File: src/rtl/i2c_tgt_pkg.sv
package i2c_tgt_pkg;

    localparam int BYTE_W   = 8;
    localparam int BITCNT_W = 4;
    localparam int PTR_W    = 9;

    typedef enum logic [2:0] {
        ST_IDLE,
        ST_ADDR,
        ST_PTR,
        ST_DATA,
        ST_SKIP
    } tgt_state_e;

    typedef struct packed {
        logic scl_hi;
        logic scl_rise;
        logic scl_fall;
        logic sda;
        logic start;
        logic stop;
    } bus_evt_t;

    typedef struct packed {
        logic hit;
        logic rd;
    } addr_dec_t;

    typedef struct packed {
        logic              en;
        logic [BYTE_W-1:0] idx;
        logic [BYTE_W-1:0] data;
    } wr_req_t;

    function automatic addr_dec_t decode_addr(input logic [BYTE_W-1:0] b,
                                              input logic [6:0]        own);
        addr_dec_t d;
        d.rd  = b[0];
        d.hit = (b[7:1] == own) || ((b[7:1] == 7'd0) && !b[0]);
        return d;
    endfunction

endpackage

File: src/rtl/i2c_line_sync.sv
module i2c_line_sync
    import i2c_tgt_pkg::*;
#(
    parameter int STAGES = 2
) (
    input  logic     clk,
    input  logic     rst,
    input  logic     scl_in,
    input  logic     sda_in,
    output bus_evt_t evt
);

    localparam int LINES = 2;

    logic [LINES-1:0] raw;
    logic [LINES-1:0] cur;
    logic [LINES-1:0] prev;

    assign raw = {scl_in, sda_in};

    for (genvar g = 0; g < LINES; g++) begin : g_line
        logic [STAGES-1:0] chain;
        logic              last;
        always_ff @(posedge clk) begin
            if (rst) begin
                chain <= '1;
                last  <= 1'b1;
            end else begin
                chain <= {chain[STAGES-2:0], raw[g]};
                last  <= chain[STAGES-1];
            end
        end
        assign cur[g]  = chain[STAGES-1];
        assign prev[g] = last;
    end

    always_comb begin
        evt.scl_hi   = cur[1];
        evt.sda      = cur[0];
        evt.scl_rise = cur[1] && !prev[1];
        evt.scl_fall = !cur[1] && prev[1];
        evt.start    = cur[1] && prev[1] && prev[0] && !cur[0];
        evt.stop     = cur[1] && prev[1] && !prev[0] && cur[0];
    end

endmodule

File: src/rtl/i2c_target_ctrl.sv
module i2c_target_ctrl
    import i2c_tgt_pkg::*;
#(
    parameter logic [6:0] DEV_ADDR = 7'h2A,
    parameter int         NUM_REGS = 16
) (
    input  logic     clk,
    input  logic     rst,
    input  bus_evt_t evt,
    output logic     pull,
    output logic     busy,
    output wr_req_t  wr
);

    localparam logic [PTR_W-1:0]    LAST_PTR = PTR_W'(NUM_REGS);
    localparam logic [BITCNT_W-1:0] FULL_CNT = BITCNT_W'(BYTE_W);

    tgt_state_e          state;
    logic [BITCNT_W-1:0] bit_cnt;
    logic [BYTE_W-1:0]   shreg;
    logic [PTR_W-1:0]    ptr;
    logic                in_ack;
    addr_dec_t           dec_now;
    logic                ptr_ok;

    always_comb begin
        dec_now = decode_addr(shreg, DEV_ADDR);
        ptr_ok  = ptr < LAST_PTR;
    end

    always_ff @(posedge clk) begin
        if (rst) begin
            state   <= ST_IDLE;
            bit_cnt <= '0;
            shreg   <= '0;
            ptr     <= '0;
            in_ack  <= 1'b0;
            pull    <= 1'b0;
            busy    <= 1'b0;
            wr      <= '0;
        end else begin
            wr.en <= 1'b0;
            if (evt.start) begin
                state   <= ST_ADDR;
                bit_cnt <= '0;
                in_ack  <= 1'b0;
                pull    <= 1'b0;
                busy    <= 1'b1;
            end else if (evt.stop) begin
                state   <= ST_IDLE;
                bit_cnt <= '0;
                in_ack  <= 1'b0;
                pull    <= 1'b0;
                busy    <= 1'b0;
            end else if (evt.scl_fall && in_ack) begin
                in_ack  <= 1'b0;
                pull    <= 1'b0;
                bit_cnt <= '0;
            end else if (state == ST_ADDR || state == ST_PTR || state == ST_DATA) begin
                if (evt.scl_rise && !in_ack && bit_cnt < FULL_CNT) begin
                    shreg   <= {shreg[BYTE_W-2:0], evt.sda};
                    bit_cnt <= bit_cnt + 1'b1;
                end else if (evt.scl_fall && bit_cnt == FULL_CNT) begin
                    unique case (state)
                        ST_ADDR: begin
                            if (dec_now.hit) begin
                                in_ack <= 1'b1;
                                pull   <= 1'b1;
                                state  <= dec_now.rd ? ST_SKIP : ST_PTR;
                            end else begin
                                state  <= ST_SKIP;
                            end
                        end
                        ST_PTR: begin
                            in_ack <= 1'b1;
                            pull   <= 1'b1;
                            ptr    <= {1'b0, shreg};
                            state  <= ST_DATA;
                        end
                        default: begin
                            in_ack <= 1'b1;
                            if (ptr_ok) begin
                                pull    <= 1'b1;
                                wr.en   <= 1'b1;
                                wr.idx  <= ptr[BYTE_W-1:0];
                                wr.data <= shreg;
                                ptr     <= ptr + 1'b1;
                            end
                        end
                    endcase
                end
            end
        end
    end

    a_r1_busy_after_start: assert property (@(posedge clk) disable iff (rst)
        evt.start |=> busy);

    a_r1_idle_after_stop: assert property (@(posedge clk) disable iff (rst)
        evt.stop |=> !busy);

    a_r3_pull_moves_scl_low: assert property (@(posedge clk) disable iff (rst)
        !$stable(pull) |-> !$past(evt.scl_hi));

    a_r8_write_in_range: assert property (@(posedge clk) disable iff (rst)
        wr.en |-> (int'(wr.idx) < NUM_REGS));

    a_r9_start_to_addr: assert property (@(posedge clk) disable iff (rst)
        evt.start |=> (state == ST_ADDR && bit_cnt == '0));

    a_r10_skip_silent: assert property (@(posedge clk) disable iff (rst)
        (state == ST_SKIP && !in_ack) |-> !pull);

endmodule

File: src/rtl/i2c_reg_bank.sv
module i2c_reg_bank
    import i2c_tgt_pkg::*;
#(
    parameter int NUM_REGS = 16,
    parameter int IDX_W    = 4
) (
    input  logic              clk,
    input  logic              rst,
    input  wr_req_t           wr,
    input  logic [IDX_W-1:0]  rd_index,
    output logic [BYTE_W-1:0] rd_data
);

    logic [BYTE_W-1:0] regs [NUM_REGS];

    for (genvar i = 0; i < NUM_REGS; i++) begin : g_reg
        logic [BYTE_W-1:0] q;
        always_ff @(posedge clk) begin
            if (rst)
                q <= '0;
            else if (wr.en && int'(wr.idx) == i)
                q <= wr.data;
        end
        assign regs[i] = q;
    end

    if (NUM_REGS == (1 << IDX_W)) begin : g_full_rd
        assign rd_data = regs[rd_index];
    end else begin : g_part_rd
        always_comb begin
            rd_data = '0;
            if (int'(rd_index) < NUM_REGS)
                rd_data = regs[rd_index];
        end
    end

    a_r7_write_lands: assert property (@(posedge clk) disable iff (rst)
        wr.en |=> (regs[$past(wr.idx[IDX_W-1:0])] == $past(wr.data)));

endmodule

File: src/rtl/i2c_regfile_target.sv
module i2c_regfile_target
    import i2c_tgt_pkg::*;
#(
    parameter logic [6:0] DEV_ADDR = 7'h2A,
    parameter int         NUM_REGS = 16,
    parameter int         IDX_W    = $clog2(NUM_REGS)
) (
    input  logic              clk,
    input  logic              rst,
    input  logic              scl_in,
    input  logic              sda_in,
    output logic              sda_pull_low,
    output logic              bus_busy,
    input  logic [IDX_W-1:0]  rd_index,
    output logic [BYTE_W-1:0] rd_data
);

    bus_evt_t evt;
    wr_req_t  wr;

    i2c_line_sync #(.STAGES(2)) u_sync (
        .clk    (clk),
        .rst    (rst),
        .scl_in (scl_in),
        .sda_in (sda_in),
        .evt    (evt)
    );

    i2c_target_ctrl #(.DEV_ADDR(DEV_ADDR), .NUM_REGS(NUM_REGS)) u_ctrl (
        .clk  (clk),
        .rst  (rst),
        .evt  (evt),
        .pull (sda_pull_low),
        .busy (bus_busy),
        .wr   (wr)
    );

    i2c_reg_bank #(.NUM_REGS(NUM_REGS), .IDX_W(IDX_W)) u_bank (
        .clk      (clk),
        .rst      (rst),
        .wr       (wr),
        .rd_index (rd_index),
        .rd_data  (rd_data)
    );

    a_r3_no_pull_idle: assert property (@(posedge clk) disable iff (rst)
        !bus_busy |-> !sda_pull_low);

endmodule

File: config.mk
export PLATFORM = sky130hd
export DESIGN_NAME = i2c_regfile_target
export DESIGN_NICKNAME = d
export VERILOG_FILES = /design/src/rtl/i2c_tgt_pkg.sv /design/src/rtl/i2c_line_sync.sv /design/src/rtl/i2c_target_ctrl.sv /design/src/rtl/i2c_reg_bank.sv /design/src/rtl/i2c_regfile_target.sv
export SDC_FILE = /design/constraint.sdc
export NUM_CORES = 1
export LEC_CHECK = 0
export BUFFER_PORTS_ARGS = -buffer_cell sky130_fd_sc_hd__buf_4
export CAP_MARGIN = 20
export CORE_MARGIN = 2
export CORE_UTILIZATION = 34
export DETAILED_ROUTE_END_ITERATION = 8
export PLACE_DENSITY = 0.54
export SLEW_MARGIN = 10
export SYNTH_ARGS = -nofsm -noshare
export SYNTH_HDL_FRONTEND = slang
export SYNTH_SLANG_ARGS = --single-unit
export TNS_END_PERCENT = 30
File: constraint.sdc
create_clock -name clk -period 2.8 [get_ports clk]
set_clock_uncertainty 0.2 [all_clocks]
set_input_delay 0.56 -clock clk [delete_from_list [all_inputs] [get_ports clk]]
set_output_delay 0.56 -clock clk [all_outputs]
set_load 0.01 [all_outputs]
==> results of run 1 <==
[critical path, stage by stage]
cell and delay (ns):
buf_12 0.11, buf_12 0.15, mux4_2 0.50, mux4_2 0.50, buf_4 0.16
[through the flow]
step	setup slack [ns]	setup TNS (ns)	cell area, sq um
after global placement	-0.0206	-0.0453	8340
after detailed placement	-0.0432	-0.105	8340
after floorplan	0.115	0	7840
after global routing	0.00620	0	8930
final	0.0441	0	8930
after CTS	0.0137	0	8920
[kinds of logic (layout without fill, tap and decap cells)]
family                     Yosys count  count (layout)
and+or+nand+nor                    241             241
muxes                              178             178
DFF                                178             178
AOI/OAI and AO/OA                   68              68
buffers and inverters               68              82
xor gates and xnor gates             4               4
adders and majority gates            3               3
[layer usage]
layer | part of all wire, % | global-route usage (%)
met5 | 0 | 0
met4 | 1.4 | 4.54
met3 | 2.6 | 3.28
met2 | 48 | 27.0
met1 | 48 | 21.9
[final cells by class]
type,count,area [sq um]
Fill cell,2192,13700
Inverter,7,26.3
Clock buffer,19,433
Clock inverter,13,118
Timing Repair Buffer,43,418
Sequential cell,178,3560
Tap cell,285,357
Multi-Input combinational cell,494,4010
[power groups by stage]
stage / logic, W / registers, W / clock network (W)
after floorplan: 0.000100 / 0.00260 / 0
after global placement: 0.000141 / 0.00260 / 0
after detailed placement: 0.000143 / 0.00260 / 0
after CTS: 0.000149 / 0.00254 / 0.00232
after global routing: 0.000160 / 0.00254 / 0.00244
final: 0.000148 / 0.00254 / 0.00227
[how the worst min path moves through the flow]
stage | startpoint | end | slack (ns) | depth (start not counted)
floorplan | u_sync.g_line[0].chain[0] | u_sync.g_line[0].chain[1] | 0.19 | 1
global placement | u_sync.g_line[1].chain[0] | u_sync.g_line[1].chain[1] | 0.20 | 1
detailed placement | u_sync.g_line[0].chain[0] | u_sync.g_line[0].chain[1] | 0.20 | 1
CTS | sda_in | u_sync.g_line[0].chain[0] | 0.09 | 2
global route | scl_in | u_sync.g_line[1].chain[0] | 0.09 | 2
finish | scl_in | u_sync.g_line[1].chain[0] | 0.11 | 2
[what timing repair did]
action / in CTS / in global routing
endpoints found under the setup margin: 6 / 2
gates resized for setup: 3 / 1
cloned: 1 / 0
hold buffers: 0 / 0
[cell usage in the layout (no fill, tap or decap), drive strengths merged, types with 2 or more instances in the layout]
cell type  Yosys  final
dfxtp        178    178
nor2         151    151
mux2i        137    137
buf           14     43
mux4          40     40
nand3         34     34
a21oi         26     26
o21ai         19     19
clkbuf        47     19
inv            7     15
nor3b          9      9
nor3           7      7
or2            7      7
a211oi         7      7
nor4           6      6
xnor2          4      4
nand2          4      4
nand2b         4      4
o32ai          4      4
and3           3      3
a41oi          3      3
ha             3      3
or4            3      3
clkinv         0      3
o211a          2      2
nor2b          2      2
and3b          2      2
or3            2      2
a31oi          2      2
nand4          2      2
clkinvlp       0      2
[sequential cells by signal, summed over array words and instances (netlist names)]
signal / flops
u_ctrl.bit_cnt: 4
u_bank.g.q: 128
u_ctrl.busy: 1
u_ctrl.in_ack: 1
u_ctrl.state: 3
u_ctrl.shreg: 8
u_ctrl.pull: 1
u_sync.g_line.last: 2
u_ctrl.ptr: 9
u_sync.g_line.chain: 4
u_ctrl.wr: 17
==> metrics.md, run 1 <==
| Metric | Value |
|---|---|
| Outcome | `finished, final reports clean` |
| Overall overflow remaining after global route | `0` |
| Final period demand of the worst path | `2.76 ns` |
| Most common library cells after synthesis | `dfxtp_1 (178), nor2_1 (151), mux2i_1 (137), clkbuf_1 (46), mux4_2 (40)` |
| Core region area | `0.0226 sq mm` |
| End of the worst register-to-register path | `u_ctrl.state[2]` |
| Clock network fraction of design power | `45.8%` |
| Residual antenna-violating net count after detailed routing | `0` |
| RSZ-0062 raised after global routing | `no` |
| Final setup fails | `0` |
| Via count of the first global-routing pass | `5262` |
| Launch point of the critical path | `rd_index[0]` |
| Global-route wire length before repair | `30500 um` |
| Register area share after synthesis | `45.5%` |
| Total global-route track usage | `16.4%` |
| Maximum clock path buffer count | `2` |
| R2R depth | `4` |
| R2R setup slack | `a little over 0.6 ns` |
| Layout overhead on the synthesized area | `13.9%` |
| Critical Path Start Type | `input pin` |
| Tightest hold margin | `0.108 ns` |
| Yosys top cell by area | `dfxtp_1` |
| Startpoint of the worst-slack reg-to-reg timing path | `u_ctrl.state[0]` |
| Total clock buffers created by CTS | `17` |
| Final Hold Vio Count | `0` |
| Synth Instances | `740` |
| Clock-pin slew of the registers on the worst-case setup and hold paths | `0.08 ns` |
| Die span in y | `between 150 and 200 um` |
| Ant diodes | `0` |
| Number of flip-flops and latches in the synthesized netlist | `178` |
| Input/output buffers | `17` |
| Number of antenna violations at the first check in global routing | `0` |
| Fraction of power consumed by sequential logic | `51.3%` |
| Clk_lat worst skew | `0.43 ns` |
| Main combinational cell family by area after synthesis | `multiplexers` |
| Floorplan row count | `55` |
| Number of placed instances with taps included | `between 1k and 1.5k` |
| Share of synthesized registers carrying an async set or reset | `0%` |
| Required time at the worst-slack endpoint | `2.04 ns` |
| Arrival time of the worst setup path | `2.00 ns` |
| Cell types with the largest area share after synthesis | `dfxtp_1 (45%), mux2i_1 (17%), mux4_2 (11%)` |
| Crit Path Category | `in -> out` |
| Slew at the pin closest to its max-slew limit | `0.762 ns` |
| Area of the die | `0.0243 sq mm` |
| Synthesized area per cell | `approximately 11 sq um` |
| Post-detailed-placement half-perimeter wirelength | `12600 um` |
| Multiplexer fraction of the synthesized cell area | `29.1%` |
| Average vias per placed instance | `5.21` |
| DIE WIDTH | `156 um` |
| Number of different library cells in the post-synthesis netlist | `49` |
| CTS H-tree lvls | `4` |
| Simple-gate portion of the synthesized area | `15.6%` |
| Final-stage net count | `752` |
| Largest net degree at the start of global routing | `59` |
| Final weighted congestion of routability-driven global placement | `0.817` |
| Share of post-route cells with drive strength above 1 | `19.4%` |
| Num Clock Sinks | `178` |
| Routed wire length per instance | `18.2 um` |
| Capture point of the critical path | `rd_data[7]` |
| Cell Count, Final, Fillers Out | `between 1k and 1.5k` |
| Netlist area before placement | `between 0.007 and 0.008 sq mm` |
| First drt pass iteration count | `4` |
| Worst hold path type | `in -> reg` |
| Ys Warns | `0` |
| Switching share of power | `a little under a quarter` |
| Endpoint type of the worst setup path | `output pin` |
| Post-Synth Adder-Cell Area | `less than 1%` |
| Fraction of post-synthesis cell area in the top cell type by area | `45.5%` |
| Number of max-cap violations | `0` |
| Cell internal power dissipation | `~0.0038 W` |
| Leading cell type by number of instances after synthesis | `dfxtp_1` |
| Sum of internal, switching and leakage power | `just under 0.005 W` |
| CTS Root Buffer Type | `clkbuf_16` |
| Syn nets | `751` |
| Max rail drop VDD | `0.000330 V` |
| Ys flop type | `dfxtp_1` |
| Complex-gate fraction of the synthesized area | `~5.4%` |
| Max frequency | `363 MHz` |
| Post-route fraction of the period consumed by the critical path | `98.4%` |
| Post-synthesis share of cell area spent on xor and xnor gates | `0.447%` |
| Number of DRC violations after detailed routing | `0` |
| Fraction of power consumed by combinational cells | `3.0%` |
| Post-CTS setup-driven buffer insertion count | `0` |
| Cell area power density | `~560 mW/mm^2` |
| First DRT Iteration DRCs | `348` |
| WL final | `18900 um` |
| Worst Path Max Fanout | `11` |
| Clock tree from TritonCTS | `built` |
| Number of max-slew violations in the final report | `0` |
| Net switching power of the design | `approximately 0.0012 W` |
| Total vias in the final route | `between 5k and 6k` |
| Worst max-slew margin expressed relative to the limit | `49.1%` |
| Number of enable-type register cells in the synthesized netlist | `0` |
| Effective utilization at floorplan | `about a third` |
| Leakage power total | `4.02 nW` |
| Fraction of the core area covered by cells at the end of the flow | `39.4%` |
| Ports placed on the boundary | `18` |
No activity file was read; power rests on OpenSTA's default activity.
==> run 2: changes to the inputs <==
--- a/config.mk
+++ b/config.mk
@@ -5,12 +5,13 @@
 export SDC_FILE = /design/constraint.sdc
 export NUM_CORES = 1
 export LEC_CHECK = 0
+export ABC_AREA = 1
 export BUFFER_PORTS_ARGS = -buffer_cell sky130_fd_sc_hd__buf_4
 export CAP_MARGIN = 20
 export CORE_MARGIN = 2
 export CORE_UTILIZATION = 34
 export DETAILED_ROUTE_END_ITERATION = 8
-export PLACE_DENSITY = 0.54
+export PLACE_DENSITY = 0.5
 export SLEW_MARGIN = 10
 export SYNTH_ARGS = -nofsm -noshare
 export SYNTH_HDL_FRONTEND = slang
==> run 2 against run 1 <==
Power is 4.4% higher; setup slack better by 0.30 ns; wire length up 23%; sequential power is essentially flat; hold slack worse by 0.0045 ns; non-clock buffer count is 6 lower; sequential cell count unchanged; synthesized area rose by 3.5%; combinational power rose by 120%; via count is 35% higher; highest routed layer unchanged.
==> metrics.md, run 2 <==
| Metric | Value |
|---|---|
| Cell types with the largest area share after synthesis | `dfxtp_1 (44%), a21oi_1 (12%), o21ai_0 (8.8%)` |
| Commonest non-fill, non-tap cell in the layout | `a21oi_1` |
| Floorplan row count | `56` |
| Routed wire length per instance | `16.0 um` |
| Fraction of the core area covered by cells at the end of the flow | `about two fifths` |
| Area of the die | `0.0251 sq mm` |
| Clock tree from TritonCTS | `built` |
| Endpoint type of the worst setup path | `output pin` |
| Crit Path Category | `in -> out` |
| Total global-route track usage | `19.2%` |
| Yosys top cell by area | `dfxtp_1` |
| Share of synthesized registers carrying an async set or reset | `0%` |
| Synthesized area per cell | `7.11 sq um` |
| Most used cells in the layout excluding fill and tap cells | `a21oi_1 (194), dfxtp_1 (178), nand2_1 (157), o21ai_0 (143), inv_1 (111)` |
| Ant diodes | `0` |
| Post-detailed-placement half-perimeter wirelength | `14800 um` |
| Most common library cells after synthesis | `a21oi_1 (194), dfxtp_1 (178), nand2_1 (157), o21ai_0 (143), inv_1 (111)` |
| Ys Warns | `0` |
| Number of antenna violations at the first check in global routing | `0` |
| Number of flip-flops under the largest register name | `128` |
| Total clock buffers created by CTS | `17` |
| Final-stage net count | `1131` |
| Layout overhead on the synthesized area | `11.8%` |
| Max frequency | `407 MHz` |
| DIE WIDTH | `roughly 160 um` |
| Net switching power of the design | `0.00133 W` |
| Cells traversed along the worst timing path | `buf_4 -> buf_12 -> a21oi_1 -> o21ai_0 -> nand3_1 -> nand3_1 -> nand2_1 -> buf_4` |
| Arrival time of the worst setup path | `1.70 ns` |
| Number of DRC violations after detailed routing | `0` |
| Ports placed on the boundary | `18` |
| Post-DP Area | `approximately 0.0085 sq mm` |
| Main combinational cell family by area after synthesis | `compound AO/OA/AOI/OAI gates` |
| Max rail drop VDD | `0.000338 V` |
| Via count of the first global-routing pass | `6907` |
| Share of post-route cells with drive strength above 1 | `9.09%` |
| R2R setup slack | `0.75 ns` |
| Overall overflow remaining after global route | `0` |
| Clock-pin slew of the registers on the worst-case setup and hold paths | `0.07 ns` |
| CTS Root Buffer Type | `clkbuf_16` |
| CTS H-tree lvls | `4` |
| Simple-gate portion of the synthesized area | `between 20% and 30%` |
| Cell internal power dissipation | `0.00384 W` |
| Core region area | `0.0235 sq mm` |
| Worst Path Max Fanout | `36` |
| Regs by FF count | `u_bank.g.q (128), u_ctrl.wr (17), u_ctrl.ptr (9)` |
| Outcome | `finished, final reports clean` |
| Cell area power density | `571 mW/mm^2` |
| Number of buffers added to fix hold violations after cts | `0` |
| Cell with the biggest individual delay on the critical path | `buf_12` |
| Largest net degree at the start of global routing | `117` |
| Number of placed instances with taps included | `1420` |
| Worst max-slew margin expressed relative to the limit | `40.3%` |
| Netlist area before placement | `0.00811 sq mm` |
| Maximum clock path buffer count | `2` |
| Worst hold path type | `in -> reg` |
| Post-route fraction of the period consumed by the critical path | `roughly 88%` |
| Clk_lat worst skew | `0.43 ns` |
| Fraction of power consumed by combinational cells | `6.2%` |
| Multiplexer fraction of the synthesized cell area | `0%` |
| Input/output buffers | `17` |
| Num Clock Sinks | `around 180` |
| Average vias per placed instance | `roughly 5` |
| RSZ-0062 raised after global routing | `no` |
| Switching share of power | `25.8%` |
| Clock network fraction of design power | `44.7%` |
| Number of different library cells in the post-synthesis netlist | `30` |
| Seq. cell area | `~0.0036 sq mm` |
| Syn nets | `1152` |
| Post-synthesis share of cell area spent on xor and xnor gates | `0%` |
| Total vias in the final route | `around 7.3k` |
| Ys flop type | `dfxtp_1` |
| Summed area of non-filler cells in the final layout | `~0.009 sq mm` |
| Slew at the pin closest to its max-slew limit | `0.895 ns` |
| Number of enable-type register cells in the synthesized netlist | `0` |
| First DRT Iteration DRCs | `between 400 and 500` |
| Reg with most FFs | `u_bank.g.q` |
| Multi-input gate area in the final layout | `between 0.003 and 0.004 sq mm` |
| Post-CTS setup-driven buffer insertion count | `0` |
| Critical Path Start Type | `input pin` |
| Post-Synth Adder-Cell Area | `0.463%` |
| Cell Count, Final, Fillers Out | `roughly 1.5k` |
| Final period demand of the worst path | `about 2.5 ns` |
| Fraction of post-synthesis cell area in the top cell type by area | `between 40% and 50%` |
| Complex-gate fraction of the synthesized area | `24.7%` |
| Required time at the worst-slack endpoint | `2.04 ns` |
| Number of max-slew violations in the final report | `0` |
| WL final | `23200 um` |
| Synth Instances | `around 1.1k` |
| Leading cell type by number of instances after synthesis | `a21oi_1` |
| Register area share after synthesis | `43.9%` |
| Residual antenna-violating net count after detailed routing | `0` |
| Final Hold Vio Count | `0` |
| Number of flip-flops and latches in the synthesized netlist | `178` |
| First drt pass iteration count | `5` |
| Post-cts gate resize count | `0` |
| Global-route wire length before repair | `37400 um` |
| Setup total negative slack | `0 ns` |
| Crit path largest cell delay | `0.21 ns` |
| Final setup fails | `0` |
| Number of max-cap violations | `0` |
| Final weighted congestion of routability-driven global placement | `0.794` |
| Leakage power total | `3.30 nW` |
| Die span in y | `158 um` |
| Fraction of power consumed by sequential logic | `about half` |
| Effective utilization at floorplan | `around a third` |
| Fillers | `2564` |
[run 2: cell count changes in the layout (fill, tap and decap cells not counted), moves of 83 or more]
cell | before | now
o21ai_0 | 18 | 143
nand3_1 | 18 | 101
a21oi_1 | 26 | 194
inv_1 | 6 | 111
mux2i_1 | 137 | 0
nand2_1 | 4 | 157
[run 2: per-stage QoR]
| stage | setup slack (ns) | hold slack, ns | total power, W |
|---|---|---|---|
| after floorplan | 0.596 | 0.189 | 0.00281 |
| after global placement | 0.368 | 0.197 | 0.00292 |
| after detailed placement | 0.349 | 0.206 | 0.00292 |
| after CTS | 0.345 | 0.0853 | 0.00523 |
| after global routing | 0.183 | 0.0974 | 0.00536 |
| final | 0.341 | 0.104 | 0.00517 |
[run 2: routing by layer]
metal	routed length, um	track usage (%)	vias to the layer above
met2	10800	32.1	104
met5	0	0	-
met1	11500	26.1	3418
met3	718	2.97	15
met4	213	4.55	0
li1	-	-	3776
[run 2: area by class of cell]
class                           count  area share (%)
Clock buffer                       18            4.84
Clock inverter                     14            1.34
Inverter                          118            4.88
Multi-Input combinational cell    768            41.5
Sequential cell                   178            39.3
Tap cell                          319            4.40
Timing Repair Buffer               37            3.75
[run 2: power groups by stage]
| stage | logic, W | clock network (W) | registers [W] |
|---|---|---|---|
| 2_1_floorplan | 0.000216 | 0 | 0.00260 |
| 3_3_place_gp | 0.000320 | 0 | 0.00260 |
| 3_5_place_dp | 0.000321 | 0 | 0.00260 |
| 4_1_cts | 0.000321 | 0.00237 | 0.00254 |
| 5_1_grt | 0.000361 | 0.00246 | 0.00254 |
| 6_report | 0.000320 | 0.00232 | 0.00254 |
[run 2: final timing paths]
check | from | to | cells after the start
setup / recovery | rd_index[0] | rd_data[2] | 8
hold / removal | sda_in | u_sync.g_line[0].chain[0] | 2
setup reg to reg | u_ctrl.wr[15] | u_bank.g_reg[9].q[7] | 6
hold reg to reg | u_sync.g_line[1].chain[0] | u_sync.g_line[1].chain[1] | 1
[run 2: critical path: cells and delay by family]
family | cells | cell delay, ns
compound gates | 2 | 0.18
simple gates | 3 | 0.40
buf+inv | 3 | 0.54
[run 2: logic make-up (layout without fill, tap and decap cells)]
| kind of cell | after synthesis | count (layout) |
|---|---|---|
| AO/OA/AOI/OAI | 383 | 383 |
| AND/OR/NAND/NOR | 382 | 382 |
| buffers and inverters | 195 | 187 |
| flip-flops | 178 | 178 |
| adder cells (fa/ha/maj) | 3 | 3 |
==> run 3: changes to the inputs <==
--- a/config.mk
+++ b/config.mk
@@ -9,10 +9,10 @@
 export BUFFER_PORTS_ARGS = -buffer_cell sky130_fd_sc_hd__buf_4
 export CAP_MARGIN = 20
 export CORE_MARGIN = 2
-export CORE_UTILIZATION = 34
+export CORE_UTILIZATION = 62
 export DETAILED_ROUTE_END_ITERATION = 8
-export PLACE_DENSITY = 0.5
-export SLEW_MARGIN = 10
+export PLACE_DENSITY = 0.8
+export SLEW_MARGIN = 40
 export SYNTH_ARGS = -nofsm -noshare
 export SYNTH_HDL_FRONTEND = slang
 export SYNTH_SLANG_ARGS = --single-unit
==> run 3 against run 2 <==
Final cell count fell by 11%; hold slack better by 0.015 ns; critical path depth did not move; critical path type unchanged; setup slack worse by 0.16 ns; sequential share of layout area increased by 1.1 points; non-clock buffer count decreased by 6; fmax shrank 6.2%; design area shrank 2.7%.
==> metrics.md, run 3 (same netlist as run 2, synthesis figures left out) <==
| Metric | Value |
|---|---|
| First DRT Iteration DRCs | `approximately 910` |
| Number of antenna violations at the first check in global routing | `0` |
| Endpoint type of the worst setup path | `output pin` |
| Cell area power density | `580 mW/mm^2` |
| Most used cells in the layout excluding fill and tap cells | `a21oi_1 (194), dfxtp_1 (177), nand2_1 (157), o21ai_0 (143), inv_1 (111)` |
| Input/output buffers | `17` |
| Outcome | `finished, final reports clean` |
| Max rail drop VDD | `between 0.0004 and 0.0005 V` |
| Number of flip-flops under the largest register name | `128` |
| Clk_lat worst skew | `0.43 ns` |
| Post-cts gate resize count | `0` |
| Maximum clock path buffer count | `2` |
| Share of post-route cells with drive strength above 1 | `8.11%` |
| Number of max-slew violations in the final report | `0` |
| Final-stage net count | `about 1.1k` |
| Leakage power total | `3.26 nW` |
| Area of the die | `0.0140 sq mm` |
| Floorplan row count | `41` |
| Layout overhead on the synthesized area | `8.81%` |
| Number of DRC violations after detailed routing | `0` |
| Average vias per placed instance | `roughly 5.8` |
| Regs by FF count | `u_bank.g.q (128), u_ctrl.wr (17), u_ctrl.ptr (9)` |
| Slew at the pin closest to its max-slew limit | `0.907 ns` |
| Effective utilization at floorplan | `~64%` |
| Tightest hold margin | `between 0.1 and 0.15 ns` |
| Largest net degree at the start of global routing | `59` |
| CTS Root Buffer Type | `clkbuf_16` |
| Clock tree from TritonCTS | `built` |
| Total clock buffers created by CTS | `17` |
| Via count of the first global-routing pass | `6934` |
| Die span in y | `118 um` |
| Final Hold Vio Count | `0` |
| Routed wire length per instance | `16.1 um` |
| Commonest non-fill, non-tap cell in the layout | `a21oi_1` |
| Total vias in the final route | `7508` |
| Setup total negative slack | `0 ns` |
| Overall overflow remaining after global route | `0` |
| Fillers | `about 1.1k` |
| Number of buffers added to fix hold violations after cts | `0` |
| Max frequency | `381 MHz` |
| Required time at the worst-slack endpoint | `a little over 2 ns` |
| Fraction of the core area covered by cells at the end of the flow | `69.6%` |
| CTS H-tree lvls | `4` |
| RSZ-0062 raised after global routing | `no` |
| Arrival time of the worst setup path | `1.86 ns` |
| WL final | `20900 um` |
| Crit Path Category | `in -> out` |
| Post-detailed-placement half-perimeter wirelength | `13100 um` |
| Residual antenna-violating net count after detailed routing | `0` |
| Critical Path Start Type | `input pin` |
| DIE WIDTH | `118 um` |
| Worst Path Max Fanout | `49` |
| Final period demand of the worst path | `2.62 ns` |
| Global-route wire length before repair | `35100 um` |
| Ant diodes | `0` |
| Final setup fails | `0` |
| Post-CTS setup-driven buffer insertion count | `0` |
| Post-route fraction of the period consumed by the critical path | `93.6%` |
| Final weighted congestion of routability-driven global placement | `0.889` |
| Reg with most FFs | `u_bank.g.q` |
| Worst hold path type | `in -> reg` |
| Number of max-cap violations | `0` |
| Num Clock Sinks | `178` |
| Core region area | `~0.013 sq mm` |
| Ports placed on the boundary | `18` |
| First drt pass iteration count | `6` |
| Total global-route track usage | `30.9%` |
| Clock-pin slew of the registers on the worst-case setup and hold paths | `0.06 ns` |
| Worst max-slew margin expressed relative to the limit | `39.5%` |
[run 3: power by group]
group | total, W | switching, W | internal [W] | leakage (nW)
clock network | 0.00226 | 0.000930 | 0.00133 | 0.263
registers | 0.00254 | 0.00000336 | 0.00254 | 1.43
logic | 0.000312 | 0.000203 | 0.000109 | 1.56
[run 3: final timing paths]
path / start / cells after the start / slack [ns] / endpoint
setup / recovery: rd_index[0] / 8 / 0.18 / rd_data[0]
hold / removal: sda_in / 2 / 0.12 / u_sync.g_line[0].chain[0]
setup reg to reg: u_ctrl.wr[9] / 5 / 0.74 / u_bank.g_reg[6].q[5]
hold reg to reg: u_sync.g_line[0].chain[0] / 1 / 0.21 / u_sync.g_line[0].chain[1]
[run 3: per-layer routing]
layer  GRT usage, %  share of wire (%)  wire, um
met1           41.1                 43      8870
met2           50.4                 47      9850
met3           6.03                7.5      1570
met4           10.6                2.7       569
met5              0                  0         0
[run 3: layout make-up]
| cell class | count | area (sq um) | area share [%] |
|---|---|---|---|
| Multi-Input combinational cell | 768 | 3760 | 42.6 |
| Sequential cell | 178 | 3560 | 40.4 |
| Clock buffer | 21 | 460 | 5.22 |
| Inverter | 118 | 443 | 5.02 |
| Timing Repair Buffer | 31 | 295 | 3.35 |
| Tap cell | 172 | 215 | 2.44 |
| Clock inverter | 6 | 85.1 | 0.964 |
[run 3: per-stage QoR]
stage	instances	setup slack, ns	instance area (sq um)	total power [W]
after global routing	1294	0.0435	8820	0.00526
after global placement	1267	0.254	8280	0.00290
after detailed placement	1267	0.241	8280	0.00290
final	1294	0.178	8820	0.00511
after floorplan	1141	0.596	8110	0.00281
after CTS	1294	0.204	8820	0.00513
[run 3: critical path, stage by stage]
cell      delay (ns)
buf_4           0.37
buf_12          0.28
nand2_1         0.10
o211ai_1        0.09
nand3_1         0.15
nand3_1         0.11
nand2_1         0.06
buf_4           0.14
